### config.mk
export PLATFORM = sky130hd
export DESIGN_NAME = disp_cmd_xlate
export DESIGN_NICKNAME = d
export VERILOG_FILES = /design/src/rtl/disp_cmd_xlate.sv
export SDC_FILE = /design/constraint.sdc
export NUM_CORES = 1
export LEC_CHECK = 0
export BUFFER_PORTS_ARGS = -buffer_cell sky130_fd_sc_hd__buf_2
export CORE_MARGIN = 3
export CORE_UTILIZATION = 40
export CTS_BUF_LIST = sky130_fd_sc_hd__clkbuf_8 sky130_fd_sc_hd__clkbuf_16
export DETAILED_ROUTE_END_ITERATION = 8
export HOLD_SLACK_MARGIN = 0.1
export MAX_ROUTING_LAYER = met4
export PLACE_DENSITY_LB_ADDON = 0.2
export SLEW_MARGIN = 20
export SYNTH_ARGS = -nofsm -noshare
export SYNTH_HDL_FRONTEND = slang
export SYNTH_SLANG_ARGS = --single-unit
### constraint.sdc
create_clock -name clk -period 4.4 [get_ports clk]
set_input_delay 0.44 -clock clk [delete_from_list [all_inputs] [get_ports clk]]
set_output_delay 0.44 -clock clk [all_outputs]
set_load 0.02 [all_outputs]
### src/rtl/disp_cmd_xlate.sv
module disp_cmd_xlate #(
  parameter int LEG_COLS = 132,
  parameter int VIS_COLS = 128,
  parameter int COL_OFS  = 2,
  parameter int PAGES    = 8
) (
  input  logic       clk,
  input  logic       rst_n,
  input  logic       host_stb,
  input  logic       host_dc,
  input  logic [7:0] host_d,
  output logic       disp_stb,
  output logic       disp_dc,
  output logic [7:0] disp_d
);
  localparam int PW = $clog2(PAGES);
  localparam logic [7:0] C_LO   = 8'(COL_OFS);
  localparam logic [7:0] C_HI   = 8'(COL_OFS + VIS_COLS - 1);
  localparam logic [7:0] C_WRAP = 8'(LEG_COLS - 1);
  localparam logic [PW-1:0] LAST_PG = PW'(PAGES - 1);
  localparam logic [1:0] Z_IDLE = 2'd0, Z_ACT = 2'd1, Z_DONE = 2'd2;

  logic [7:0]    col_q;
  logic [PW-1:0] page_q;
  logic          arg_q;
  logic [1:0]    zst_q;
  logic          hi_pend_q;
  logic [3:0]    hi_nib_q;

  wire is_cmd = host_stb && !host_dc;
  wire is_dat = host_stb && host_dc;
  wire plain  = is_cmd && !arg_q;
  wire col_lo = plain && host_d[7:4] == 4'h0;
  wire col_hi = plain && host_d[7:4] == 4'h1;
  wire pg_cmd = plain && host_d[7:4] == 4'hB && host_d[3:0] < 4'(PAGES);
  wire seg    = plain && host_d[7:1] == 7'h50;
  wire argcmd = plain && (host_d inside {8'h81, 8'h82, 8'hA8, 8'hAD, 8'hD3,
                                          8'hD5, 8'hD8, 8'hD9, 8'hDA, 8'hDB});

  wire [7:0] col_new = col_lo ? {col_q[7:4], host_d[3:0]} : {host_d[3:0], col_q[3:0]};
  wire       new_vis = col_new >= C_LO && col_new <= C_HI;
  wire       cur_vis = col_q >= C_LO && col_q <= C_HI;
  wire [7:0] tcol    = new_vis ? col_new - C_LO : 8'h00;
  wire       zero_on = zst_q == Z_ACT || (zst_q == Z_IDLE && page_q == LAST_PG);

  always_ff @(posedge clk or negedge rst_n) begin
    if (!rst_n) begin
      col_q     <= '0;
      page_q    <= '0;
      arg_q     <= 1'b0;
      zst_q     <= Z_IDLE;
      hi_pend_q <= 1'b0;
      hi_nib_q  <= '0;
      disp_stb  <= 1'b0;
      disp_dc   <= 1'b0;
      disp_d    <= '0;
    end else begin
      disp_stb  <= 1'b0;
      hi_pend_q <= 1'b0;
      if (hi_pend_q) begin
        disp_stb <= 1'b1;
        disp_dc  <= 1'b0;
        disp_d   <= {4'h1, hi_nib_q};
      end
      if (is_dat) begin
        disp_stb <= cur_vis;
        disp_dc  <= 1'b1;
        disp_d   <= zero_on ? 8'h00 : host_d;
        col_q    <= (col_q >= C_WRAP) ? 8'h00 : col_q + 8'h01;
        if (zero_on) zst_q <= Z_ACT;
      end else if (is_cmd) begin
        disp_stb <= 1'b1;
        disp_dc  <= 1'b0;
        arg_q    <= argcmd;
        if (col_lo || col_hi) begin
          col_q     <= col_new;
          disp_d    <= {4'h0, tcol[3:0]};
          hi_pend_q <= 1'b1;
          hi_nib_q  <= tcol[7:4];
          if (zst_q == Z_ACT) zst_q <= Z_DONE;
        end else if (pg_cmd) begin
          page_q <= host_d[PW-1:0];
          disp_d <= host_d;
          if (zst_q == Z_ACT) zst_q <= Z_DONE;
        end else if (seg) begin
          disp_d <= {host_d[7:1], ~host_d[0]};
        end else begin
          disp_d <= host_d;
        end
      end
    end
  end
endmodule

## Yosys cells after proc, flatten, opt, wreduce, memory -nomap -nowiden

Index checks and enable logic that the tools add are counted.

- Bits in registers: 29
- Logic and storage cells: 92

- $add $sub $neg: 2
- $lt $le $gt $ge: 6
- Eq/ne operators: 16
- Multiplexer cells: 28
- Bitwise gates (word level): 3
- Reductions and logical operators: 28

Operators by type and width:

| cell | number |
|---|---|
| $mux W8 | 11 |
| $eq A8 B8 Y1 const B | 10 |
| $ge A8 B2 Y1 const B | 2 |
| $le A8 B8 Y1 const B | 2 |
| $logic_and A1 B1 Y1 | 12 |
| $mux W2 | 6 |
| $mux W1 | 11 |
| $reduce_bool A10 Y1 | 1 |
| $add A8 B1 Y8 const B | 1 |
| $ge A8 B8 Y1 const B | 1 |
| $sub A8 B2 Y8 const B | 1 |
| $eq A7 B7 Y1 const B | 1 |
| $reduce_and A3 Y1 | 2 |
| $reduce_bool A3 Y1 | 2 |
| $eq A4 B1 Y1 const B | 1 |
| $eq A4 B4 Y1 const B | 1 |
| $logic_not A4 Y1 | 1 |
| $lt A4 B4 Y1 const B | 1 |
| $reduce_and A2 Y1 | 2 |
| $reduce_and A4 Y1 | 1 |
| $reduce_bool A2 Y1 | 2 |
| $eq A3 B3 Y1 const B | 1 |
| $not A1 Y1 | 3 |
| $eq A2 B1 Y1 const B | 1 |
| other kinds (4) | 6 |

## Logic depth before layout (Yosys ltp)

Gate-level depths: netlist of run 1.

- Depth in word-level cells: 11
- Gate-level depth with buffers: 8

## Worst setup path after synthesis of run 1

No wires, ideal clock.

- Kind: input port to flip-flop
- From: input host_d[4]
- To: register col_q[6]
- Setup time: 0.126 ns
- Arrival time: 1.938 ns
- Required time: 4.274 ns
- Path slack: 2.336 ns
- Cell stages on the path: 5
- Buffers on the path: 1
- Cells stage by stage: or4_4 or2_1 buf_6 mux2_4 a221o_1

- Longest elaborated chain between the ends: 6

RTL lines:

| what | line | text |
|---|---|---|
| from (decl) | 11 | `input logic [7:0] host_d,` |
| $logic_not A4 Y1 | 33 | `wire col_lo = plain && host_d[7:4] == 4'h0;` |
| $logic_and A1 B1 Y1 | 33 |  |
| $mux W8 | 40 | `wire [7:0] col_new = col_lo ? {col_q[7:4], host_d[3:0]} : {host_d[3:0], col_q[3:0]};` |
| $mux W8 | 75 | `if (col_lo \|\| col_hi) begin` |
| $mux W8 | 71 | `end else if (is_cmd) begin` |
| $mux W8 | 65 | `if (is_dat) begin` |
| to (signal assigned) | 69 | `col_q <= (col_q >= C_WRAP) ? 8'h00 : col_q + 8'h01;` |
| to (signal assigned) | 76 | `col_q <= col_new;` |
| to (decl) | 23 | `logic [7:0] col_q;` |

Several ways; a longest one is shown, not always the timed one. The select of a mux whose other input is x is not followed.
A chain may end at the register's enable or synchronous reset.

## Worst setup path in the final report of run 1

- From: input host_stb
- To: register col_q[1]

- Longest elaborated chain between the ends: 7

RTL lines:

| what | line | text |
|---|---|---|
| from (decl) | 9 | `input logic host_stb,` |
| $logic_and A1 B1 Y1 | 30 | `wire is_cmd = host_stb && !host_dc;` |
| $logic_and A1 B1 Y1 | 32 | `wire plain = is_cmd && !arg_q;` |
| $logic_and A1 B1 Y1 | 33 |  |
| $mux W8 | 40 |  |
| $mux W8 | 75 |  |
| $mux W8 | 71 |  |
| $mux W8 | 65 |  |

Several ways; a longest one is shown, not always the timed one. The select of a mux whose other input is x is not followed.

==> flow_metrics.py, run 1 <==
metrics = {
    "synthesis": {
        "synthTopCellsByArea": "dfrtp_1, mux2i_1, o21ai_0",
        "yosys_warnings": 0,
        "synth.distinct_cells": 58,
        "ys_ff_latch": 29,
        "avgSynthCellArea_um2": 8.86,
        "synth_fp_nets": 245,
        "syn-cell-area_mm2": 0.00203,
        "synth_cells": 229,
        "netlist.area_leader.share_pct": 35.8,
        "yosysMostFrequentCell": "dfrtp_1",
        "yosysSeqAreaShare_pct": 35.8,
        "synth_common_cells": "dfrtp_1, nand2_1, o21ai_0",
        "synth_top_area_cell": "dfrtp_1",
        "synth_edf_count": 0,
        "ys.flop_type": "dfrtp_1",
        "async_reset_ff_share_pct": 100,
    },
    "die": {
        "io_pins": 22,
        "die_h_um": 77.2,
        "start_util_pct": 42.1,
        "rows": 25,
        "core_area_mm2": 0.00482,
        "fp.dieW_um": 77.2,
        "dieArea_mm2": 0.00596,
    },
    "timing": {
        "skew_ns": 0.00514,
        "hold_violations": 0,
        "slew_viol_final": 0,
        "max_slew.worst_pin.slew_ns": 0.796,
        "setup_viol": 0,
        "fin_crit_ns": 2.49,
        "grt_setup_unrepaired": "no",
        "timing.fmax_mhz": 401,
        "hold_slack_ns": 0.178,
        "fin_crit_sh_pct": 56.6,
        "finalSetupTns_ns": 0,
        "slew_headroom_pct": 46.4,
    },
    "layout": {
        "area_growth_pct": 8.63,
        "nFillCells": 505,
        "diodes": 0,
        "drive_gt1_share_pct": 18.7,
        "nNetsFinal": 250,
    },
    "global_routing": {
        "grt_pass1_vias": 1730,
        "grt_max_degree": 30,
        "grt_use_total_pct": 19.0,
        "overflow": 0,
        "antenna_found_initial": 0,
        "grt_pass1_wl_um": 8970,
    },
    "placed_design": {
        "place.port_buffers": 21,
        "dp_hpwl_um": 3620,
        "gp_congestion": 0.899,
    },
    "clock_tree": {
        "cts_buffers": 5,
        "path_clk_slew_ns": 0.06,
        "numClockSinks": 29,
        "cts_tree": "built",
        "cts_resized": 0,
        "postCtsSetupRepairBufs": 0,
        "h-tree-depth": 2,
        "clk_path_buf_depth": 2,
        "clk_root_buffer_cell": "clkbuf_8",
        "clk_latency_ns": 0.28,
        "cts_hold_buf": 0,
    },
    "worst_setup_path": {
        "worstPathMaxFanout": 20,
        "crit_arrival_ns": 2.67,
        "crit_path_start_kind": "primary input",
        "required_ns": 4.57,
        "cp-end-kind": "flop",
        "worstSetupPathType": "in -> reg",
    },
    "status": {
        "status": "completed",
    },
    "power_and_ir_drop": {
        "p_total_uw": 818,
        "power_density_mw_per_mm2": 371,
        "peakVddDrop_mv": 0.150,
        "power.leakage_nw": 0.989,
    },
    "detailed_routing": {
        "ant_nets": 0,
        "avgViaCountPerCell": 5.90,
        "wl_um": 5040,
        "vias": 1782,
        "drc": 0,
        "drtIter0Drc": 289,
        "dr.pass1.iters": 4,
        "wl_per_cell_um": 16.7,
    },
    "hold_path": {
        "hold_class": "in -> async",
    },
    "flow_run": {
        "max_cap_violations": 0,
    },
}
==> cell type report <==
class                      instances  area, um^2  area share [%]
clock buffer                       5        68.8            3.12
timing repair buffer              21         105            4.77
multi-input combinational        171        1180            53.5
inverter                           6        23.8            1.08
tap                               67        83.8            3.80
clock inverter                     3        17.5           0.795
sequential                        29         726            32.9
==> cell families after synthesis <==
group	share of synthesized area, %
xor gates and xnor gates	3.45
and+or+nand+nor	19.9
AOI/OAI and AO/OA	23.9
DFF	35.8
buffers and inverters	6.10
muxes	8.45
adders and majority gates	2.47
==> metrics by stage <==
| stage | setup slack [ns] | std cells | utilization (%) | instance area (um^2) |
|---|---|---|---|---|
| 2_1_floorplan | 2.34 | 229 | - | 2030 |
| 3_3_place_gp | 1.63 | 294 | 44.0 | 2120 |
| 3_5_place_dp | 1.61 | 294 | 44.0 | 2120 |
| 4_1_cts | 1.91 | 302 | 45.8 | 2200 |
| 5_1_grt | 1.75 | 302 | 45.8 | 2200 |
| 6_report | 1.91 | 302 | 45.8 | 2200 |
==> per-layer routing <==
metal | GRT usage (%) | vias to the layer above | share of wire (%)
li1 | - | 853 | -
met2 | 26.3 | 67 | 44
met3 | 3.87 | 7 | 5.5
met5 | - | - | 0
met1 | 28.0 | 855 | 49
met4 | 4.98 | 0 | 0.87
==> cells in the final DEF, fill, tap and decap left out, types with 5 or more instances in the layout <==
cell type / n
nor2_1: 12
nor3_1: 5
clkbuf_8: 5
inv_1: 5
nor4_1: 5
dfrtp_1: 29
nand3_1: 8
a31oi_1: 6
nand2_1: 18
mux2i_1: 10
a21o_1: 5
o21ai_0: 17
a21oi_1: 5
buf_2: 21
mux2_2: 5
==> where the power goes <==
part | switching [mW] | internal (mW) | total (mW)
clock | 0.107 | 0.109 | 0.216
combinational | 0.141 | 0.0975 | 0.239
sequential | 0.0538 | 0.310 | 0.363
total | 0.302 | 0.516 | 0.818
==> sequential cells by signal, indices dropped and copies added, names as in the netlist <==
register   flops
hi_pend_q      1
disp_dc        1
disp_d         8
page_q         3
arg_q          1
zst_q          2
hi_nib_q       4
col_q          8
disp_stb       1
==> worst max-delay path: stages <==
cell and delay, ns:
buf_2 0.28, or3b_1 0.48, or4_1 0.75, a211oi_2 0.34
o221ai_1 0.21, o21a_1 0.15
==> worst paths after layout <==
check                         start       end  slack (ns)  cells past startpoint
setup reg to reg              arg_q  col_q[1]        1.99                      5
max in group asynchronous     rst_n     arg_q        3.81                      1
hold reg to reg             disp_dc   disp_dc        0.47                      2
hold / removal                rst_n  col_q[5]        0.18                      1
setup / recovery           host_stb  col_q[1]        1.91                      6
min in group clk            disp_dc   disp_dc        0.47                      2
(Power assumes the default switching activity.)
==> run 2: changes to the inputs <==
==> constraint.sdc (replaced) <==
create_clock -name clk -period 2.25 [get_ports clk]
set_input_delay 0.225 -clock clk [delete_from_list [all_inputs] [get_ports clk]]
set_output_delay 0.225 -clock clk [all_outputs]
set_load 0.02 [all_outputs]
==> run 2 against run 1 <==
Net effect:
- sequential power rose by 86%
- final cell count rose by 7.6%
- highest routed layer unchanged
- hold slack improved by 0.093 ns
- critical path depth did not move
- count of clock-buffer cells in the layout rose by 1
- clock skew fell by 0.0014 ns
- non-clock buffer count rose by 23
- sequential share of layout area fell by 2.8 points
- utilization rose by 4.3 points
==> flow_metrics.py, run 2 (synthesis gave the netlist of run 1 again) <==
metrics = {
    "detailed_routing": {
        "drtIter0Drc": 114,
        "ant_nets": 0,
        "dr.pass1.iters": 4,
        "wl_um": 5380,
        "vias": 1854,
        "wl_met1_um": 2620,
        "routed.top_layer": "met4",
        "wl_met2_um": 2480,
        "drc": 0,
        "wl_per_cell_um": 16.6,
        "wl_met3_um": 240,
        "avgViaCountPerCell": 5.70,
    },
    "timing": {
        "finalSetupTns_ns": 0,
        "fin_crit_sh_pct": 90.8,
        "max_slew.worst_pin.slew_ns": 0.667,
        "timing.fmax_mhz": 490,
        "hold_slack_ns": 0.271,
        "slew_headroom_pct": 55.5,
        "skew_ns": 0.00378,
        "setup_viol": 0,
        "fin_crit_ns": 2.04,
        "slew_viol_final": 0,
        "hold_violations": 0,
        "grt_setup_unrepaired": "no",
    },
    "die": {
        "fp.dieW_um": 77.2,
        "die_h_um": 77.2,
        "start_util_pct": 42.1,
        "rows": 25,
        "dieArea_mm2": 0.00596,
        "io_pins": 22,
        "core_area_mm2": 0.00482,
    },
    "worst_setup_path": {
        "endpoint": "hi_nib_q[0]",
        "worstSetupPathType": "reg -> reg",
        "reg2reg_setup_slack_ns": 0.21,
        "r2r-start": "arg_q",
        "reg2reg_to": "hi_nib_q[0]",
        "crit_path_start_kind": "flop",
        "worstPathMaxFanout": 5,
        "cp-end-kind": "flop",
        "cp-startpoint": "arg_q",
        "rr_worst_depth": 6,
        "required_ns": 2.40,
        "crit_arrival_ns": 2.19,
    },
    "placed_design": {
        "place.port_buffers": 21,
        "gp_congestion": 0.921,
        "dp_hpwl_um": 3950,
    },
    "clock_tree": {
        "cts_buffers": 5,
        "path_clk_slew_ns": 0.06,
        "h-tree-depth": 2,
        "clk_root_buffer_cell": "clkbuf_8",
        "cts_tree": "built",
        "postCtsSetupRepairBufs": 0,
        "numClockSinks": 29,
        "clk_path_buf_depth": 2,
        "clk_latency_ns": 0.28,
    },
    "layout": {
        "nNetsFinal": 273,
        "drive_gt1_share_pct": 25.6,
        "multi_input_area_mm2": 0.00118,
        "reg_top3": "col_q (8), disp_d (8), hi_nib_q (4)",
        "seqCellArea_um2": 726,
        "diodes": 0,
        "final_cell_mix": "dfrtp_1, buf_4, buf_2, nand2_1, o21ai_0",
        "nFillCells": 492,
        "final_common_cell": "dfrtp_1",
        "area_growth_pct": 18.9,
    },
    "global_routing": {
        "antenna_found_initial": 0,
        "overflow": 0,
        "grt_pass1_wl_um": 9280,
        "grt_pass1_vias": 1825,
        "grt_use_total_pct": 19.9,
        "grt_max_degree": 30,
    },
    "power_and_ir_drop": {
        "power.leakage_nw": 1.12,
        "power_density_mw_per_mm2": 741,
        "peakVddDrop_mv": 0.305,
    },
    "flow_run": {
        "max_cap_violations": 0,
    },
    "hold_path": {
        "hold_class": "in -> reg",
    },
    "status": {
        "status": "completed",
    },
}
==> run 2: metal layers <==
layer  up-vias  track usage (%)
li1        902                -
met3         6             3.76
met1       901             27.6
met5         -                -
met2        45             30.6
met4         0             3.74
==> run 2: report_power, final <==
part | switching [mW] | internal (mW)
Combinational | 0.320 | 0.231
Sequential | 0.0697 | 0.606
Clock | 0.205 | 0.356
Total | 0.595 | 1.19
==> run 2: final cells by class <==
| cell class | count | share of cell area [%] |
|---|---|---|
| inverters | 6 | 0.985 |
| clock buffers | 6 | 3.42 |
| repair buffers | 44 | 11.6 |
| clock inverters | 2 | 1.40 |
| multi-input cells | 171 | 49.0 |
| well taps | 67 | 3.47 |
| flip-flops and latches | 29 | 30.1 |
==> run 2: how the worst min path moves through the flow <==
stage          startpoint        end  slack (ns)  depth (start not counted)
2_1_floorplan       rst_n      arg_q       -0.07                          0
3_3_place_gp        rst_n   col_q[6]        0.32                          1
3_5_place_dp        rst_n   col_q[6]        0.31                          1
4_1_cts         host_d[7]  disp_d[7]        0.26                          2
5_1_grt         host_d[7]  disp_d[7]        0.28                          2
6_report        host_d[7]  disp_d[7]        0.27                          2
==> run 2: worst max-delay path, stage by stage (launching register included) <==
cell,delay (ns)
dfrtp_1,0.40
or3b_1,0.39
buf_4,0.17
nor4_1,0.35
a31oi_2,0.12
a21oi_1,0.34
o21ai_0,0.15
==> run 2: repair_timing <==
item | 4_1_cts | 5_1_grt
hold buffers | 1 | 0
gates resized for setup | 0 | 1
setup endpoints to repair | 0 | 1
endpoints found under the hold margin | 29 | 0
==> run 2: stage by stage <==
| step | total power, mW | cell area [um^2] | utilization (%) | setup WS, ns | cells |
|---|---|---|---|---|---|
| after floorplan | 1.04 | 2030 | - | 0.286 | 229 |
| after CTS | 1.80 | 2410 | 50.0 | 0.106 | 325 |
| final | 1.79 | 2410 | 50.1 | 0.208 | 325 |
| after detailed placement | 1.23 | 2280 | 47.4 | 0.104 | 316 |
| after global placement | 1.23 | 2280 | 47.4 | 0.0912 | 316 |
| after global routing | 1.90 | 2410 | 50.1 | 0.0445 | 325 |
